**config.mk**
```make
export PLATFORM = sky130hd
export DESIGN_NAME = nxp_unit
export DESIGN_NICKNAME = d
export VERILOG_FILES = /design/src/rtl/nxp_pkg.sv /design/src/rtl/nxp_decode.sv /design/src/rtl/nxp_cond.sv /design/src/rtl/nxp_target.sv /design/src/rtl/nxp_unit.sv
export SDC_FILE = /design/constraint.sdc
export NUM_CORES = 1
export LEC_CHECK = 0
export ABC_AREA = 1
export CORE_UTILIZATION = 40
export CTS_CLUSTER_DIAMETER = 150
export DETAILED_ROUTE_END_ITERATION = 8
export PLACE_DENSITY = 0.77
export SLEW_MARGIN = 20
export SYNTH_ARGS = -nofsm -noshare
export SYNTH_HDL_FRONTEND = slang
export SYNTH_HIERARCHICAL = 1
export SYNTH_SLANG_ARGS = --single-unit
```
**constraint.sdc**
```tcl
create_clock -name clk -period 6.13 [get_ports clk]
set_input_delay 1.226 -clock clk [delete_from_list [all_inputs] [get_ports clk]]
set_output_delay 1.226 -clock clk [all_outputs]
set_load 0.1 [all_outputs]
```
**src/rtl/nxp_pkg.sv**
```systemverilog
package nxp_pkg;

    localparam int unsigned WORD_W      = 16;
    localparam int unsigned OPC_W       = 5;
    localparam int unsigned RIDX_W      = 3;
    localparam int unsigned DISP_W      = 8;
    localparam int unsigned INSTR_BYTES = 2;

    localparam logic [OPC_W-1:0] OPC_BR_PLUS  = 5'd16;
    localparam logic [OPC_W-1:0] OPC_BR_MINUS = 5'd17;
    localparam logic [OPC_W-1:0] OPC_BR_NZERO = 5'd18;
    localparam logic [OPC_W-1:0] OPC_BR_ZERO  = 5'd19;
    localparam logic [OPC_W-1:0] OPC_JMP      = 5'd20;
    localparam logic [OPC_W-1:0] OPC_CALL     = 5'd22;
    localparam logic [OPC_W-1:0] OPC_RET      = 5'd23;

    typedef enum logic [2:0] {
        FLOW_SEQ,
        FLOW_COND,
        FLOW_JUMP,
        FLOW_CALL,
        FLOW_RET
    } flow_e;

    typedef enum logic [1:0] {
        TEST_ZERO,
        TEST_NONZERO,
        TEST_PLUS,
        TEST_MINUS
    } test_e;

    typedef struct packed {
        flow_e             flow;
        test_e             test;
        logic [RIDX_W-1:0] ra_idx;
        logic              ra_field_zero;
    } dec_t;

endpackage

```
**src/rtl/nxp_decode.sv**
```systemverilog
module nxp_decode
    import nxp_pkg::*;
#(
    parameter int unsigned INSTR_W = nxp_pkg::WORD_W,
    parameter int unsigned PC_W    = nxp_pkg::WORD_W
) (
    input  logic [INSTR_W-1:0] instr,
    output dec_t               dec,
    output logic [PC_W-1:0]    disp_ext
);

    localparam int unsigned OPC_LSB = INSTR_W - OPC_W;
    localparam int unsigned RA_LSB  = OPC_LSB - RIDX_W;

    logic [OPC_W-1:0]  opc;
    logic [RIDX_W-1:0] ra_f;
    logic [DISP_W-1:0] c2;

    assign opc  = instr[OPC_LSB +: OPC_W];
    assign ra_f = instr[RA_LSB +: RIDX_W];
    assign c2   = instr[DISP_W-1:0];

    generate
        if (PC_W > DISP_W) begin : g_sext
            assign disp_ext = {{(PC_W-DISP_W){c2[DISP_W-1]}}, c2};
        end else begin : g_trunc
            assign disp_ext = c2[PC_W-1:0];
        end
    endgenerate

    always_comb begin
        dec.flow          = FLOW_SEQ;
        dec.test          = TEST_ZERO;
        dec.ra_idx        = ra_f;
        dec.ra_field_zero = (ra_f == '0);
        unique case (opc)
            OPC_BR_ZERO: begin
                dec.flow = FLOW_COND;
                dec.test = TEST_ZERO;
            end
            OPC_BR_NZERO: begin
                dec.flow = FLOW_COND;
                dec.test = TEST_NONZERO;
            end
            OPC_BR_PLUS: begin
                dec.flow = FLOW_COND;
                dec.test = TEST_PLUS;
            end
            OPC_BR_MINUS: begin
                dec.flow = FLOW_COND;
                dec.test = TEST_MINUS;
            end
            OPC_JMP:  dec.flow = FLOW_JUMP;
            OPC_CALL: dec.flow = FLOW_CALL;
            OPC_RET:  dec.flow = FLOW_RET;
            default:  dec.flow = FLOW_SEQ;
        endcase
    end

endmodule

```
**src/rtl/nxp_cond.sv**
```systemverilog
module nxp_cond
    import nxp_pkg::*;
#(
    parameter int unsigned PC_W = nxp_pkg::WORD_W
) (
    input  logic [PC_W-1:0] value,
    input  test_e           test,
    output logic            hit
);

    logic is_zero;
    logic is_neg;

    assign is_zero = (value == '0);
    assign is_neg  = value[PC_W-1];

    always_comb begin
        unique case (test)
            TEST_ZERO:    hit = is_zero;
            TEST_NONZERO: hit = !is_zero;
            TEST_PLUS:    hit = !is_neg;
            TEST_MINUS:   hit = is_neg;
            default:      hit = 1'b0;
        endcase
    end

endmodule

```
**src/rtl/nxp_target.sv**
```systemverilog
module nxp_target
    import nxp_pkg::*;
#(
    parameter int unsigned PC_W = nxp_pkg::WORD_W
) (
    input  logic [PC_W-1:0] pc,
    input  logic [PC_W-1:0] ra_data,
    input  logic [PC_W-1:0] rb_data,
    input  logic [PC_W-1:0] disp_ext,
    input  dec_t            dec,
    input  logic            cond_hit,
    output logic [PC_W-1:0] target,
    output logic            taken,
    output logic            link_we,
    output logic [PC_W-1:0] ret_addr
);

    localparam logic [PC_W-1:0] STEP = PC_W'(INSTR_BYTES);

    logic [PC_W-1:0] seq_pc;
    logic [PC_W-1:0] base;
    logic [PC_W-1:0] rel_pc;

    assign seq_pc   = pc + STEP;
    assign base     = (dec.flow == FLOW_JUMP && !dec.ra_field_zero) ? ra_data : seq_pc;
    assign rel_pc   = base + disp_ext;
    assign ret_addr = seq_pc;

    always_comb begin
        target  = seq_pc;
        taken   = 1'b0;
        link_we = 1'b0;
        unique case (dec.flow)
            FLOW_COND: begin
                if (cond_hit) begin
                    target = rel_pc;
                    taken  = 1'b1;
                end
            end
            FLOW_JUMP: begin
                target = rel_pc;
                taken  = 1'b1;
            end
            FLOW_CALL: begin
                target  = rb_data;
                taken   = 1'b1;
                link_we = 1'b1;
            end
            FLOW_RET: begin
                target = ra_data;
                taken  = 1'b1;
            end
            default: begin
                target = seq_pc;
            end
        endcase
    end

endmodule

```
**src/rtl/nxp_unit.sv**
```systemverilog
module nxp_unit
    import nxp_pkg::*;
#(
    parameter int unsigned PC_W    = nxp_pkg::WORD_W,
    parameter int unsigned INSTR_W = nxp_pkg::WORD_W
) (
    input  logic               clk,
    input  logic               rst_n,
    input  logic               in_valid,
    input  logic [PC_W-1:0]    pc,
    input  logic [INSTR_W-1:0] instr,
    input  logic [PC_W-1:0]    ra_data,
    input  logic [PC_W-1:0]    rb_data,
    output logic               out_valid,
    output logic [PC_W-1:0]    next_pc,
    output logic               taken,
    output logic               link_we,
    output logic [RIDX_W-1:0]  link_addr,
    output logic [PC_W-1:0]    link_data
);

    typedef struct packed {
        logic              valid;
        logic [PC_W-1:0]   npc;
        logic              taken;
        logic              link_we;
        logic [RIDX_W-1:0] link_addr;
        logic [PC_W-1:0]   link_data;
    } res_t;

    dec_t            dec;
    logic [PC_W-1:0] disp_ext;
    logic            cond_hit;
    logic [PC_W-1:0] tgt;
    logic            tgt_taken;
    logic            tgt_link;
    logic [PC_W-1:0] ret_addr;

    res_t res_d;
    res_t res_q;

    nxp_decode #(
        .INSTR_W (INSTR_W),
        .PC_W    (PC_W)
    ) u_decode (
        .instr    (instr),
        .dec      (dec),
        .disp_ext (disp_ext)
    );

    nxp_cond #(
        .PC_W (PC_W)
    ) u_cond (
        .value (ra_data),
        .test  (dec.test),
        .hit   (cond_hit)
    );

    nxp_target #(
        .PC_W (PC_W)
    ) u_target (
        .pc       (pc),
        .ra_data  (ra_data),
        .rb_data  (rb_data),
        .disp_ext (disp_ext),
        .dec      (dec),
        .cond_hit (cond_hit),
        .target   (tgt),
        .taken    (tgt_taken),
        .link_we  (tgt_link),
        .ret_addr (ret_addr)
    );

    always_comb begin
        res_d         = res_q;
        res_d.valid   = 1'b0;
        res_d.taken   = 1'b0;
        res_d.link_we = 1'b0;
        if (in_valid) begin
            res_d.valid     = 1'b1;
            res_d.npc       = tgt;
            res_d.taken     = tgt_taken;
            res_d.link_we   = tgt_link;
            res_d.link_addr = dec.ra_idx;
            res_d.link_data = ret_addr;
        end
    end

    always_ff @(posedge clk) begin
        if (!rst_n) begin
            res_q <= '0;
        end else begin
            res_q <= res_d;
        end
    end

    assign out_valid = res_q.valid;
    assign next_pc   = res_q.npc;
    assign taken     = res_q.taken;
    assign link_we   = res_q.link_we;
    assign link_addr = res_q.link_addr;
    assign link_data = res_q.link_data;

endmodule

```
==> flow_summary.toml <==
[run_status]
status = "finished, final reports clean"

[yosys]
ys_warn_count = 6
synth_area_leaders = "dfxtp_1, nand2_1, nor2_1, inv_1, ha_1"
synth_area_mm2 = 0.00364
synth.top_cell.area_share_pct = 20.9
ys_ff_latch = 38
seq_area_frac_synth_pct = 20.9
ys_types = 38
async_reset_ff_share_pct = 0
synth_edf_count = 0
syn_nets = 699
synthFlopType = "dfxtp_1"
yosysTopAreaCell = "dfxtp_1"
syn_inst = 612
avgSynthCellArea_um2 = 5.95

[final_layout]
antenna_cells = 0
area_growth_pct = 27.0
layout-drive-gt1-share_pct = 5.38
nets = 774
stdcell_area_mm2 = 0.00462
multi_input_area_mm2 = 0.00226
stdcell_count = 796
seqCellArea_um2 = 761
nFillCells = 921

[timing]
hold_viol_final = 0
setup_ws_ns = 1.01
rsz0062_at_grt = "false"
fin_crit_ns = 5.12
timing.final.max_slew_violations = 0
report.final.setup_viol = 0
worstMarginPinSlew_ns = 1.05
period_share_pct = 83.5
relSlewSlack_pct = 29.6
finalSetupTns_ns = 0
finClkSkew_ns = 0
max_freq_ghz = 0.195

[routing]
ant_nets = 0
drt-vias-per-instance = 5.01
drt_iter0_drc = 212
drc = 0
wl_per_cell_um = 13.1
vias = 3989
first_pass_iters = 5
finalWirelength_um = 10500

[power]
power_density_mw_per_mm2 = 187
p_leak_uw = 0.00223
vdd_drop_max_mv = 0.0969

[place]
portBuffers = 104
gp_congestion = 0.882
place_inst = 788
placed_area_mm2 = 0.00452
place_worst_setup_slack_ns = 0.761
dp_hpwl_um = 8550

[worst_setup_path]
r2r_cells = 2
path_class = "primary input to flip-flop"
worstReg2RegEnd = "next_pc[14]"
cp_data_arrival_time_ns = 5.31
crit_path_end = "next_pc[10]"
path_max_fanout = 27
required_ns = 6.32
rrSetupSlack_ns = 5.50
crit_path_start = "instr[15]"
startpoint_type = "primary input"
reg2reg_from = "next_pc[14]"
endpoint_kind = "flip-flop"

[clock_network]
ctsRootBufferMaster = "clkbuf_8"
hold_buffers = 0
cts_num_sinks = 38
clk_pin_slew_ns = 0.08
postCtsSetupBuffers = 0
cts_made_buffers = 5
cts.htree.levels = 2
cts_resized = 0
cts_tree = "yes"
clkLatencyLatePin_ns = 0.28
cts_max_path_buffers = 2

[global_route]
grt_max_degree = 72
overflow = 0
antenna_found_initial = 0
grt_pass1_vias = 3695
gr-usage-all-layers_pct = 21.7
grt_pass1_wl_um = 16900

[floorplanning]
row_count = 34
die_height_um = 97.4
pin_count = 105
coreArea_mm2 = 0.00876
die_w_um = 97.4
start_util_pct = 41.5
fp.dieArea_mm2 = 0.00948

[worst_hold_path]
hold_class = "flip-flop to flip-flop"

[run]
maxCapViolations = 0
[worst max-delay path, cell delays in order]
cell,delay [ns]
clkdlybuf4s50_1,0.52
inv_1,0.07
nor3_1,0.52
nand2_1,0.21
inv_2,0.10
nand2_2,0.07
nor2_4,0.40
o21ai_0,0.15
ha_1,0.24
fa_1,0.41
nand3_1,0.10
nand3_1,0.11
a21boi_0,0.38
o21ai_0,0.21
nand2_1,0.12
nand3b_1,0.07
nand3_1,0.09
nand3b_1,0.09
inv_1,0.06
nand2_1,0.04
nand2_1,0.08
nor2_1,0.04
[worst min path at each step]
stage	start	endpoint	slack (ns)	cells past startpoint
final	link_addr[0]	link_addr[0]	0.47	2
after CTS	link_addr[0]	link_addr[0]	0.47	2
after global routing	next_pc[1]	next_pc[1]	0.49	2
after floorplan	link_addr[0]	link_addr[0]	0.91	2
after global placement	next_pc[5]	next_pc[5]	0.46	2
after detailed placement	next_pc[1]	next_pc[1]	0.46	2
[through the flow]
step,util (%),hold WS [ns],power [µW]
6_report,52.7,0.468,863
3_5_place_dp,51.6,0.465,691
2_1_floorplan,-,0.909,578
4_1_cts,52.7,0.473,866
5_1_grt,52.7,0.490,914
3_3_place_gp,51.6,0.461,686
[cell families after synthesis]
kind of cell             count (synthesis)  synth area share, %
AO/OA/AOI/OAI                           63                 10.5
XOR/XNOR                                12                 2.89
adder cells (fa/ha/maj)                 20                 7.08
buffers and inverters                  123                 17.0
flip-flops                              38                 20.9
AND/OR/NAND/NOR                        356                 41.6
[registers in the layout, indices dropped and copies added (netlist names)]
| name | cells |
|---|---|
| link_data | 16 |
| next_pc | 16 |
| link_addr | 3 |
| link_we | 1 |
| out_valid | 1 |
| taken | 1 |
[cell type report]
type                            instances  share of cell area (%)
Timing Repair Buffer                  105                    22.6
Multi-Input combinational cell        451                    49.0
Clock buffer                            7                    1.87
Sequential cell                        38                    16.5
Inverter                               86                    6.99
Tap cell                              108                    2.93
Clock inverter                          1                   0.108
[layer usage]
metal / up-vias / part of all wire [%] / GRT usage [%]
met1: 1789 / 44 / 28.1
met4: 0 / 1.8 / 4.64
met5: - / 0 / 0
li1: 2039 / - / -
met3: 18 / 6.7 / 3.24
met2: 143 / 47 / 37.9
[where the power goes]
part           leakage, µW  internal, µW  switching [µW]
sequential        0.000316           265            9.47
combinational      0.00186           133             280
clock            0.0000482          90.7            84.9
total              0.00223           489             374
[synthesized netlist by cell type, types with 2 or more instances]
cell type  instances
nor2_1           100
buf_6              8
buf_4             25
nand3b_1           6
dfxtp_1           38
o2111ai_1          6
o21ai_1            2
nand4_1            5
nand2_2            4
o21bai_1           5
xor2_1            10
ha_1              19
nor2_4             3
o21ai_0           22
nand3_1           27
nand3_2            2
xnor2_1            2
inv_2              6
nor3_1             6
nor4_1             2
a21oi_1           18
nand2_1          189
inv_1             80
a21boi_0           2
nor2_2             6
clkbuf_1           3
a22o_1             5
[cell usage in the layout (no fill, tap or decap), types with 2 or more instances in the layout]
cell / netlist / layout
nand3b_1: 6 / 6
o21ai_1: 2 / 2
o21ai_0: 22 / 22
nand3_1: 27 / 27
nand3_2: 2 / 2
xor2_1: 10 / 10
nand2_1: 189 / 189
o21bai_1: 5 / 5
a22o_1: 5 / 5
dfxtp_1: 38 / 38
inv_1: 80 / 80
buf_4: 25 / 2
o2111ai_1: 6 / 6
nand2_2: 4 / 4
clkbuf_8: 0 / 6
nor3_1: 6 / 6
a21oi_1: 18 / 18
xnor2_1: 2 / 2
inv_2: 6 / 6
nand4_1: 5 / 5
a21boi_0: 2 / 2
nor2_4: 3 / 3
clkdlybuf4s50_1: 0 / 103
nor2_1: 100 / 99
nor2_2: 6 / 7
nor4_1: 2 / 2
ha_1: 19 / 19
Note: power is estimated with default switching activity, not from simulation.
